$ cat config.mk
export PLATFORM = sky130hd
export DESIGN_NAME = dbg_break_unit
export DESIGN_NICKNAME = d
export VERILOG_FILES = /design/src/rtl/dbg_pkg.sv /design/src/rtl/dbg_bp_slot.sv /design/src/rtl/dbg_trace.sv /design/src/rtl/dbg_break_unit.sv
export SDC_FILE = /design/constraint.sdc
export NUM_CORES = 1
export LEC_CHECK = 0
export CORE_ASPECT_RATIO = 0.6
export CORE_MARGIN = 5
export CORE_UTILIZATION = 25
export CTS_CLUSTER_SIZE = 28
export DETAILED_ROUTE_END_ITERATION = 10
export PLACE_DENSITY = 0.38
export SYNTH_ARGS = -nofsm -noshare
export SYNTH_HDL_FRONTEND = slang
export SYNTH_SLANG_ARGS = --single-unit
$ cat constraint.sdc
create_clock -name clk -period 2.8 [get_ports clk]
set_input_delay 0.56 -clock clk [delete_from_list [all_inputs] [get_ports clk]]
set_output_delay 0.56 -clock clk [all_outputs]
set_load 0.05 [all_outputs]
$ cat src/rtl/dbg_pkg.sv
package dbg_pkg;
   // slot control field positions
   localparam int CTRL_EN_BIT   = 0;
   localparam int CTRL_DATA_BIT = 1;
   // control register field
   localparam int CONTROL_STEP_BIT = 0;

   typedef struct packed {
      logic is_data;
      logic en;
   } slot_ctrl_t;
endpackage

$ cat src/rtl/dbg_bp_slot.sv
module dbg_bp_slot
   import dbg_pkg::*;
#(
   parameter int ADDR_W = 16,
   parameter int DATA_W = 16
) (
   input  logic              clk,
   input  logic              rst_n,
   input  logic              wr_addr,
   input  logic              wr_ctrl,
   input  logic [DATA_W-1:0] wdata,
   input  logic              fetch_valid,
   input  logic [ADDR_W-1:0] fetch_addr,
   input  logic              data_valid,
   input  logic [ADDR_W-1:0] data_addr,
   output logic [ADDR_W-1:0] bp_addr,
   output slot_ctrl_t        ctrl,
   output logic              fire
);
   logic lock_q;
   logic match;

   always_comb begin
      if (ctrl.is_data) match = data_valid  && (data_addr  == bp_addr);
      else              match = fetch_valid && (fetch_addr == bp_addr);
      fire = ctrl.en && match && !lock_q;
   end

   always_ff @(posedge clk) begin
      if (!rst_n) begin
         bp_addr <= '0;
         ctrl    <= '0;
      end else begin
         if (wr_addr) bp_addr <= wdata[ADDR_W-1:0];
         if (wr_ctrl) begin
            ctrl.en      <= wdata[CTRL_EN_BIT];
            ctrl.is_data <= wdata[CTRL_DATA_BIT];
         end
      end
   end

   // re-arm lock: set on a hit, released once the PC leaves the spot
   always_ff @(posedge clk) begin
      if (!rst_n)                 lock_q <= 1'b0;
      else if (wr_addr || wr_ctrl) lock_q <= 1'b0;
      else if (fire)               lock_q <= 1'b1;
      else if (fetch_valid && (ctrl.is_data || fetch_addr != bp_addr))
                                   lock_q <= 1'b0;
   end
endmodule

$ cat src/rtl/dbg_trace.sv
module dbg_trace #(
   parameter int ADDR_W = 16,
   parameter int DEPTH  = 16,
   localparam int PTR_W = $clog2(DEPTH)
) (
   input  logic              clk,
   input  logic              rst_n,
   input  logic              rec,
   input  logic [ADDR_W-1:0] pc,
   input  logic [PTR_W-1:0]  rd_idx,
   output logic [ADDR_W-1:0] rd_pc,
   output logic [PTR_W-1:0]  wr_ptr
);
   logic [ADDR_W-1:0] hist [DEPTH];
   logic [PTR_W-1:0]  rd_slot;

   always_ff @(posedge clk) begin
      if (!rst_n) begin
         wr_ptr <= '0;
         for (int i = 0; i < DEPTH; i++) hist[i] <= '0;
      end else if (rec) begin
         hist[wr_ptr] <= pc;
         wr_ptr       <= wr_ptr + PTR_W'(1);
      end
   end

   always_comb begin
      rd_slot = wr_ptr - PTR_W'(1) - rd_idx;
      rd_pc   = hist[rd_slot];
   end
endmodule

$ cat src/rtl/dbg_break_unit.sv
module dbg_break_unit
   import dbg_pkg::*;
#(
   parameter int ADDR_W      = 16,
   parameter int DATA_W      = 16,
   parameter int NUM_SLOTS   = 4,
   parameter int TRACE_DEPTH = 16,
   parameter int REG_AW      = 4
) (
   input  logic              clk,
   input  logic              rst_n,
   input  logic              fetch_valid,
   input  logic [ADDR_W-1:0] fetch_addr,
   input  logic              data_valid,
   input  logic [ADDR_W-1:0] data_addr,
   input  logic              insn_done,
   input  logic              irq_disable,
   input  logic              reg_we,
   input  logic [REG_AW-1:0] reg_addr,
   input  logic [DATA_W-1:0] reg_wdata,
   output logic [DATA_W-1:0] reg_rdata,
   output logic              irq
);
   localparam int TPTR_W      = $clog2(TRACE_DEPTH);
   localparam int REG_CTRL0   = NUM_SLOTS;
   localparam int REG_STATUS  = 2 * NUM_SLOTS;
   localparam int REG_CONTROL = REG_STATUS + 1;
   localparam int REG_TIDX    = REG_STATUS + 2;
   localparam int REG_TDATA   = REG_STATUS + 3;
   localparam int STEP_BIT    = NUM_SLOTS;

   if (ADDR_W > DATA_W) begin : g_bad_aw
      $error("ADDR_W must not exceed DATA_W");
   end
   if (NUM_SLOTS + 1 > DATA_W) begin : g_bad_slots
      $error("status word too narrow for NUM_SLOTS");
   end
   if (REG_TDATA >= (1 << REG_AW)) begin : g_bad_map
      $error("REG_AW too small for register map");
   end
   if (TRACE_DEPTH < 2 || (TRACE_DEPTH & (TRACE_DEPTH - 1)) != 0) begin : g_bad_depth
      $error("TRACE_DEPTH must be a power of two of at least 2");
   end

   logic [ADDR_W-1:0]    slot_addr [NUM_SLOTS];
   slot_ctrl_t           slot_ctrl [NUM_SLOTS];
   logic [NUM_SLOTS-1:0] fire;
   logic [NUM_SLOTS-1:0] hit_q;
   logic [NUM_SLOTS-1:0] hit_clr;
   logic                 step_q;
   logic                 step_en_q;
   logic [TPTR_W-1:0]    tidx_q;
   logic [TPTR_W-1:0]    trace_ptr;
   logic [ADDR_W-1:0]    trace_pc;
   logic                 status_we;

   for (genvar s = 0; s < NUM_SLOTS; s++) begin : g_slot
      dbg_bp_slot #(.ADDR_W(ADDR_W), .DATA_W(DATA_W)) u_slot (
         .clk        (clk),
         .rst_n      (rst_n),
         .wr_addr    (reg_we && reg_addr == REG_AW'(s)),
         .wr_ctrl    (reg_we && reg_addr == REG_AW'(REG_CTRL0 + s)),
         .wdata      (reg_wdata),
         .fetch_valid(fetch_valid),
         .fetch_addr (fetch_addr),
         .data_valid (data_valid),
         .data_addr  (data_addr),
         .bp_addr    (slot_addr[s]),
         .ctrl       (slot_ctrl[s]),
         .fire       (fire[s])
      );
   end

   assign status_we = reg_we && reg_addr == REG_AW'(REG_STATUS);
   assign hit_clr   = status_we ? reg_wdata[NUM_SLOTS-1:0] : '0;

   always_ff @(posedge clk) begin
      if (!rst_n) begin
         hit_q     <= '0;
         step_q    <= 1'b0;
         step_en_q <= 1'b0;
         tidx_q    <= '0;
      end else begin
         hit_q  <= (hit_q & ~hit_clr) | fire;
         step_q <= (step_q && !(status_we && reg_wdata[STEP_BIT]))
                   || (step_en_q && insn_done && !irq_disable);
         if (reg_we && reg_addr == REG_AW'(REG_CONTROL))
            step_en_q <= reg_wdata[CONTROL_STEP_BIT];
         if (reg_we && reg_addr == REG_AW'(REG_TIDX))
            tidx_q <= reg_wdata[TPTR_W-1:0];
      end
   end

   dbg_trace #(.ADDR_W(ADDR_W), .DEPTH(TRACE_DEPTH)) u_trace (
      .clk   (clk),
      .rst_n (rst_n),
      .rec   (fetch_valid && hit_q == '0),
      .pc    (fetch_addr),
      .rd_idx(tidx_q),
      .rd_pc (trace_pc),
      .wr_ptr(trace_ptr)
   );

   always_comb begin
      reg_rdata = '0;
      for (int s = 0; s < NUM_SLOTS; s++) begin
         if (reg_addr == REG_AW'(s))
            reg_rdata = DATA_W'(slot_addr[s]);
         if (reg_addr == REG_AW'(REG_CTRL0 + s))
            reg_rdata = DATA_W'({slot_ctrl[s].is_data, slot_ctrl[s].en});
      end
      if (reg_addr == REG_AW'(REG_STATUS))  reg_rdata = DATA_W'({step_q, hit_q});
      if (reg_addr == REG_AW'(REG_CONTROL)) reg_rdata = DATA_W'(step_en_q);
      if (reg_addr == REG_AW'(REG_TIDX))    reg_rdata = DATA_W'(tidx_q);
      if (reg_addr == REG_AW'(REG_TDATA))   reg_rdata = DATA_W'(trace_pc);
   end

   assign irq = (hit_q != '0) || step_q;
endmodule

==> results.ini, run 1 <==
[sta]
setup_ws_ns=-1.017
period_minus_slack_ns=3.817
relSlewSlack_pct=54.32
final.setup_skew_ns=0.03124
rsz0062_at_grt=yes
fmax_ghz=0.2620
finalSetupViolations=16
layout_worst_path_cycle_share_pct=136.3
drv_slew=0
hold_viol=0
tightest_slew_ns=0.6829

[min_path]
hold_path_class=in2reg
hold_end=hit_q[0]$_SDFF_PN0_
min_path_cells=2
worstHoldStart=rst_n

[die]
num_rows=75
die_h_um=215.4
initial_core_util_pct=25.20
die_w_um=352.3
io_pins=76
dieArea_um2=75860
coreArea_um2=69720

[outcome]
status=finished, violations left
violations=setup timing

[job]
maxCapViolCount=0

[yosys]
synth_area_leaders=edfxtp_1, dfxtp_1, and2_1
async_flop_share_pct=0
yosysWarningCount=0
yosysUniqueCellTypes=57
synth_edf_count=256
synth_nets=1588
synth_top_cell_by_area=edfxtp_1
ys_ff_latch=346
synthDominantCellAreaShare_pct=43.75
synth_common_cells=and2_1, edfxtp_1, nand2_1
syn_inst=1521
synth.most_common_cell=and2_1
yosysSeqAreaShare_pct=54.01
ys.flop_type=edfxtp_1
synth_area_um2=17570
avgSynthCellArea_um2=11.55

[layout]
final_util_pct=32.90
fillers=7001
drive_gt1_share_pct=26.05
syn_to_final_growth_pct=30.57
seqCellArea_um2=9490
final_cells=2698
final_nets=1809
multiInputGateArea_um2=7898

[power]
p_seq_share_pct=44.0
p_switching_uw=3537
p_int_uw=9454
pwr-share-comb_pct=17.2
power_frac_clock_pct=38.8
switching_share_pct=27.22
p_leak_uw=0.008526
irDropWorstVdd_v=0.0003528
powerDensity_nw_per_um2=566.3

[worst_setup_path]
ff2ff_path_depth=6
reg2reg_to=u_trace.hist[14][11]$_SDFFCE_PN0P_
end_kind=output pin
cp.arrival_ns=3.26
cp-startpoint=tidx_q[0]$_SDFFE_PN0P_
regToRegSetupSlack_ns=0.32
cp-start-kind=flip-flop
cp_max_fo=7
worstPathRequired_ns=2.24
r2r_start=hit_q[3]$_SDFF_PN0_
worstSetupPathType=reg2out

[placement]
dp_hpwl_mm=50.40
portBuffers=75
placedCellCount=2611
gp_congestion=0.8808

[routing]
wl_mm=68.85
avgRoutedWirePerCell_um=25.52
avgViaCountPerCell=4.748
first_iter_violations=1356
vias=12810
first_pass_iters=5
ant_nets=0
route.detailed.drc=0

[clock_network]
cts_tree=built
cts_hold_buffers=0
path_clk_slew_ns=0.07
cts_buffers=36
clk-insertion-delay-late_ns=0.56
numClockSinks=346
cts_buffer_depth=3
root_buffer=clkbuf_16
htree_levels=2

[global_route]
grt_pass1_vias=12726
grt_util_all_layers_pct=17.91
grt_max_degree=67
grt_pass1_wl_mm=98.71
gr-total-overflow=0
antenna_found_initial=3

## area by class of cell
cell class / instances / share of cell area [%]
Antenna cell: 4 / 0.04363
Inverter: 9 / 0.1473
Tap cell: 924 / 5.039
Sequential cell: 346 / 41.37
Clock buffer: 44 / 4.287
Multi-Input combinational cell: 1052 / 34.42
Clock inverter: 22 / 0.7962
Timing Repair Buffer: 297 / 13.90
## timing repair
| action | CTS | global route |
|---|---|---|
| setup buffers | 10 | 6 |
| setup endpoints to repair | 17 | 16 |
| pin swaps | 33 | 18 |
| gates cloned | 2 | 0 |
| hold endpoints to repair | 0 | 0 |
| gates resized for setup | 41 | 22 |
## layer usage
metal  up-vias  GRT usage, %  routed length (um)
met5         -             0                   0
met4         0         1.974                 607
met3        50         4.847                5386
met2       410         21.83               24750
met1      6532         30.76               38110
li1       5818             -                   -
## kinds of logic (layout without fill, tap and decap cells)
group	Yosys count	after routing	share of synthesized area [%]
other	0	4	0
multiplexers	79	79	9.215
buffers and inverters	123	372	3.240
AND/OR/NAND/NOR	661	661	20.58
AO/OA/AOI/OAI	168	168	5.526
flip-flops	346	346	54.01
XOR/XNOR	136	136	6.822
adder cells (fa/ha/maj)	8	8	0.6124
## cells in the final DEF (no fill, tap or decap), types with 10 or more instances in the layout
cell type / instances
dfxtp_1: 89
clkdlybuf4s50_1: 57
nor2_2: 11
nand2b_1: 12
a21oi_1: 89
nor2_1: 23
and2_1: 263
a22oi_1: 27
clkinv_1: 10
nand3_1: 21
xnor2_1: 34
o21ai_0: 15
edfxtp_1: 256
mux2i_1: 10
buf_12: 60
nand3_2: 28
buf_4: 171
mux4_2: 66
nor4_1: 22
xor2_1: 98
clkbuf_16: 38
nand2_1: 202
nand4_1: 10
nor3_1: 14
## power by group through the flow
stage	Combinational (uW)	Clock, uW	Sequential [uW]
5_1_grt	2360	5340	5730
6_report	2230	5040	5720
3_5_place_dp	1980	0	5830
2_1_floorplan	985	0	5810
4_1_cts	2180	5130	5720
3_3_place_gp	1990	0	5830
## worst max-delay path, cell delays in order (launching register included)
cell and delay, ns:
dfxtp_2 0.34, inv_2 0.05, ha_4 0.15, fa_4 0.84, buf_12 0.13, buf_12 0.15
buf_12 0.12, buf_6 0.10, mux4_2 0.29, nand2_2 0.08, nand3_2 0.07, nand3_2 0.09
nand3_2 0.10, buf_12 0.18
## per-stage QoR
step	power [uW]	worst slack, ns	setup TNS, ns	instance area (um2)	hold WS, ns
after floorplan	6793	-0.07006	-0.07006	17700	0.4565
after global placement	7820	-0.5743	-7.863	21300	0.4998
after detailed placement	7814	-0.5616	-7.497	21300	0.5017
after CTS	13030	-1.145	-17.33	22790	0.4605
after global routing	13440	-1.105	-16.97	22930	0.4745
final	12990	-1.017	-15.62	22940	0.4742
## registers in the layout, summed over array words and instances, names as in the netlist
register,flops
u_trace.hist,256
step_en_q,1
step_q,1
u_trace.wr_ptr,4
g_slot.u_slot.ctrl,8
g_slot.u_slot.lock_q,4
g_slot.u_slot.bp_addr,64
tidx_q,4
hit_q,4
## worst max path at each step
| stage | end | slack [ns] |
|---|---|---|
| 2_1_floorplan | reg_rdata[1] | -0.07 |
| 3_3_place_gp | reg_rdata[2] | -0.57 |
| 3_5_place_dp | reg_rdata[2] | -0.56 |
| 4_1_cts | reg_rdata[14] | -1.14 |
| 5_1_grt | reg_rdata[6] | -1.10 |
| 6_report | reg_rdata[8] | -1.02 |
No activity file was read; power rests on OpenSTA's default activity.
==> run 2: changes to the inputs <==
Settings changed: CORE_UTILIZATION 25 to 40, PLACE_DENSITY 0.38 to 0.56, SLEW_MARGIN set to 10, SYNTH_HIERARCHICAL set to 1.
==> results.ini, run 2 <==
[outcome]
status=finished, violations left
violations=DRC, setup timing

[placement]
dp_slack_ns=-0.7797
placed_area_um2=21060
dp_hpwl_mm=40.49
portBuffers=75
gp_congestion=0.9002

[die]
coreArea_um2=44670
die_w_um=284.2
initial_core_util_pct=40.39
io_pins=76
die_h_um=174.5
dieArea_um2=49590
num_rows=60

[global_route]
grt_pass1_vias=12948
grt_util_all_layers_pct=22.87
antenna_found_initial=0
gr-total-overflow=0
grt_max_degree=107
grt_pass1_wl_mm=86.48

[worst_setup_path]
worstSetupPathType=reg2out
r2r_start=hit_q[1]$_SDFF_PN0_
end_kind=output pin
cp-start-kind=flip-flop
worstPathRequired_ns=2.24
cp.arrival_ns=3.48
cp_max_fo=7
slowest_delay_ns=0.85
path_cells=inv_2 > ha_4 > inv_2 > fa_4 > buf_12 > mux4_2 > nand2_1 > a211o_1 > nand3_2 > a222oi_1 > nand2_2 > buf_12
crit_family=adder cells
cp.depth=12
ff2ff_path_depth=8
cp_num_buf_inv=4
cp_slowest_cell=fa_4
regToRegSetupSlack_ns=0.35
reg2reg_to=u_trace/hist[6][11]$_SDFFCE_PN0P_

[yosys]
ys_ff_latch=346
synth_edf_count=256
yosysUniqueCellTypes=61
avgSynthCellArea_um2=12.14
yosysWarningCount=6
ys.flop_type=edfxtp_1
synth_nets=1553
synth_area_um2=18040
async_flop_share_pct=0
syn_inst=1486
synth_common_cells=and3_1, edfxtp_1, xnor2_1
yosysSeqAreaShare_pct=52.59
synth_top_cell_by_area=edfxtp_1
synthDominantCellAreaShare_pct=42.61
synth_area_leaders=edfxtp_1, dfxtp_1, and3_1
synth.most_common_cell=and3_1

[clock_network]
path_clk_slew_ns=0.06
htree_levels=2
cts_buffers=35
numClockSinks=346
cts_tree=built
cts_buffer_depth=3
clk-insertion-delay-late_ns=0.54
root_buffer=clkbuf_16

[routing]
wl_mm=57.70
first_iter_violations=1418
ant_nets=0
vias=13015
first_pass_iters=11
route.detailed.drc=1
avgViaCountPerCell=5.779
avgRoutedWirePerCell_um=25.62

[layout]
final_nets=1705
layout_common_cells=and3_1, edfxtp_1, buf_4, xnor2_1, dfxtp_1
syn_to_final_growth_pct=24.49
top_regs=u_trace/hist: 256 flops, g_slot.u_slot/bp_addr: 64 flops, g_slot.u_slot/ctrl: 8 flops
largest_reg_flops=256
multiInputGateArea_um2=8335
largest-register=u_trace/hist
final_cell_area_um2=22460
mostFrequentLayoutCell=and3_1
seqCellArea_um2=9494
antenna_cells=0
fillers=3870
drive_gt1_share_pct=22.91

[sta]
drv_slew=0
fmax_ghz=0.2475
layout_worst_path_cycle_share_pct=144.3
hold-worst-slack_ns=0.4947
relSlewSlack_pct=23.99
finalSetupViolations=16
period_minus_slack_ns=4.041
setup_ws_ns=-1.241
hold_viol=0
rsz0062_at_grt=yes
final.setup_skew_ns=0.02088
tightest_slew_ns=1.136

[power]
powerDensity_nw_per_um2=572.7
p_leak_uw=0.008732
irDropWorstVdd_v=0.0003704

[min_path]
worstHoldStart=g_slot[0].u_slot/lock_q$_SDFFE_PP0P_
min_path_cells=2
hold_path_class=reg2reg
hold_end=g_slot[0].u_slot/lock_q$_SDFFE_PP0P_

[job]
maxCapViolCount=0

## run 2: worst max path at each step
| stage | end | startpoint |
|---|---|---|
| after global routing | reg_rdata[14] | tidx_q[0]$_SDFFE_PN0P_ |
| after floorplan | reg_rdata[0] | u_trace/wr_ptr[0]$_SDFFE_PN0P_ |
| final | reg_rdata[14] | tidx_q[0]$_SDFFE_PN0P_ |
| after global placement | reg_rdata[14] | tidx_q[0]$_SDFFE_PN0P_ |
| after detailed placement | reg_rdata[14] | tidx_q[0]$_SDFFE_PN0P_ |
| after CTS | reg_rdata[1] | tidx_q[0]$_SDFFE_PN0P_ |
## run 2: per-layer routing
metal | wire length, um | global-route usage (%) | vias to the layer above | part of all wire (%)
met2 | 22390 | 29.98 | 510 | 39
li1 | - | - | 5876 | -
met1 | 28970 | 37.62 | 6578 | 50
met3 | 5641 | 6.461 | 51 | 9.8
met4 | 692 | 3.097 | 0 | 1.2
met5 | 0 | 0 | - | 0
## run 2: metrics by stage
step                      total power (uW)  setup TNS [ns]  util [%]  std cells
after detailed placement              7976          -10.98     47.14       2176
after floorplan                       6985          -2.287         -       1486
after CTS                            12950          -19.27     50.22       2247
after global placement                7958          -10.85     47.14       2176
final                                12860          -18.85     50.28       2252
after global routing                 13330          -20.71     50.28       2252
## run 2: layout make-up
class                   instances  share of cell area [%]
flip-flops and latches        346                   42.27
multi-input cells            1001                   37.11
repair buffers                246                   12.06
clock buffers                  40                   4.078
well taps                     589                   3.281
clock inverters                22                   1.070
inverters                       8                  0.1337
## run 2: worst min-delay path, delay by kind of cell (launching register included)
kind / cells / cell delay [ns]
flip-flops: 1 / 0.32
AO/OA/AOI/OAI: 1 / 0.07
AND/OR/NAND/NOR: 1 / 0.06
## run 2: power breakdown
part	internal [uW]	switching, uW	leakage, uW
logic	1040	1240	0.00479
clock network	2820	2040	0.000570
registers	5660	72.4	0.00338
total	9510	3350	0.00873
## run 2: cells by family after synthesis
kind of cell	Yosys count	share of synthesized area, %
and+or+nand+nor	585	18.76
DFF	346	52.59
muxes	147	12.62
buffers and inverters	139	3.592
xor gates and xnor gates	134	6.505
AOI/OAI and AO/OA	127	5.333
adders and majority gates	8	0.5964
## run 2: repair_timing
item                       in CTS  in global routing
pin swaps                      18                  7
setup endpoints to repair      16                 17
gates cloned                    2                  0
hold buffers                    0                  0
gates resized for setup        29                  7
setup buffers                   7                  7
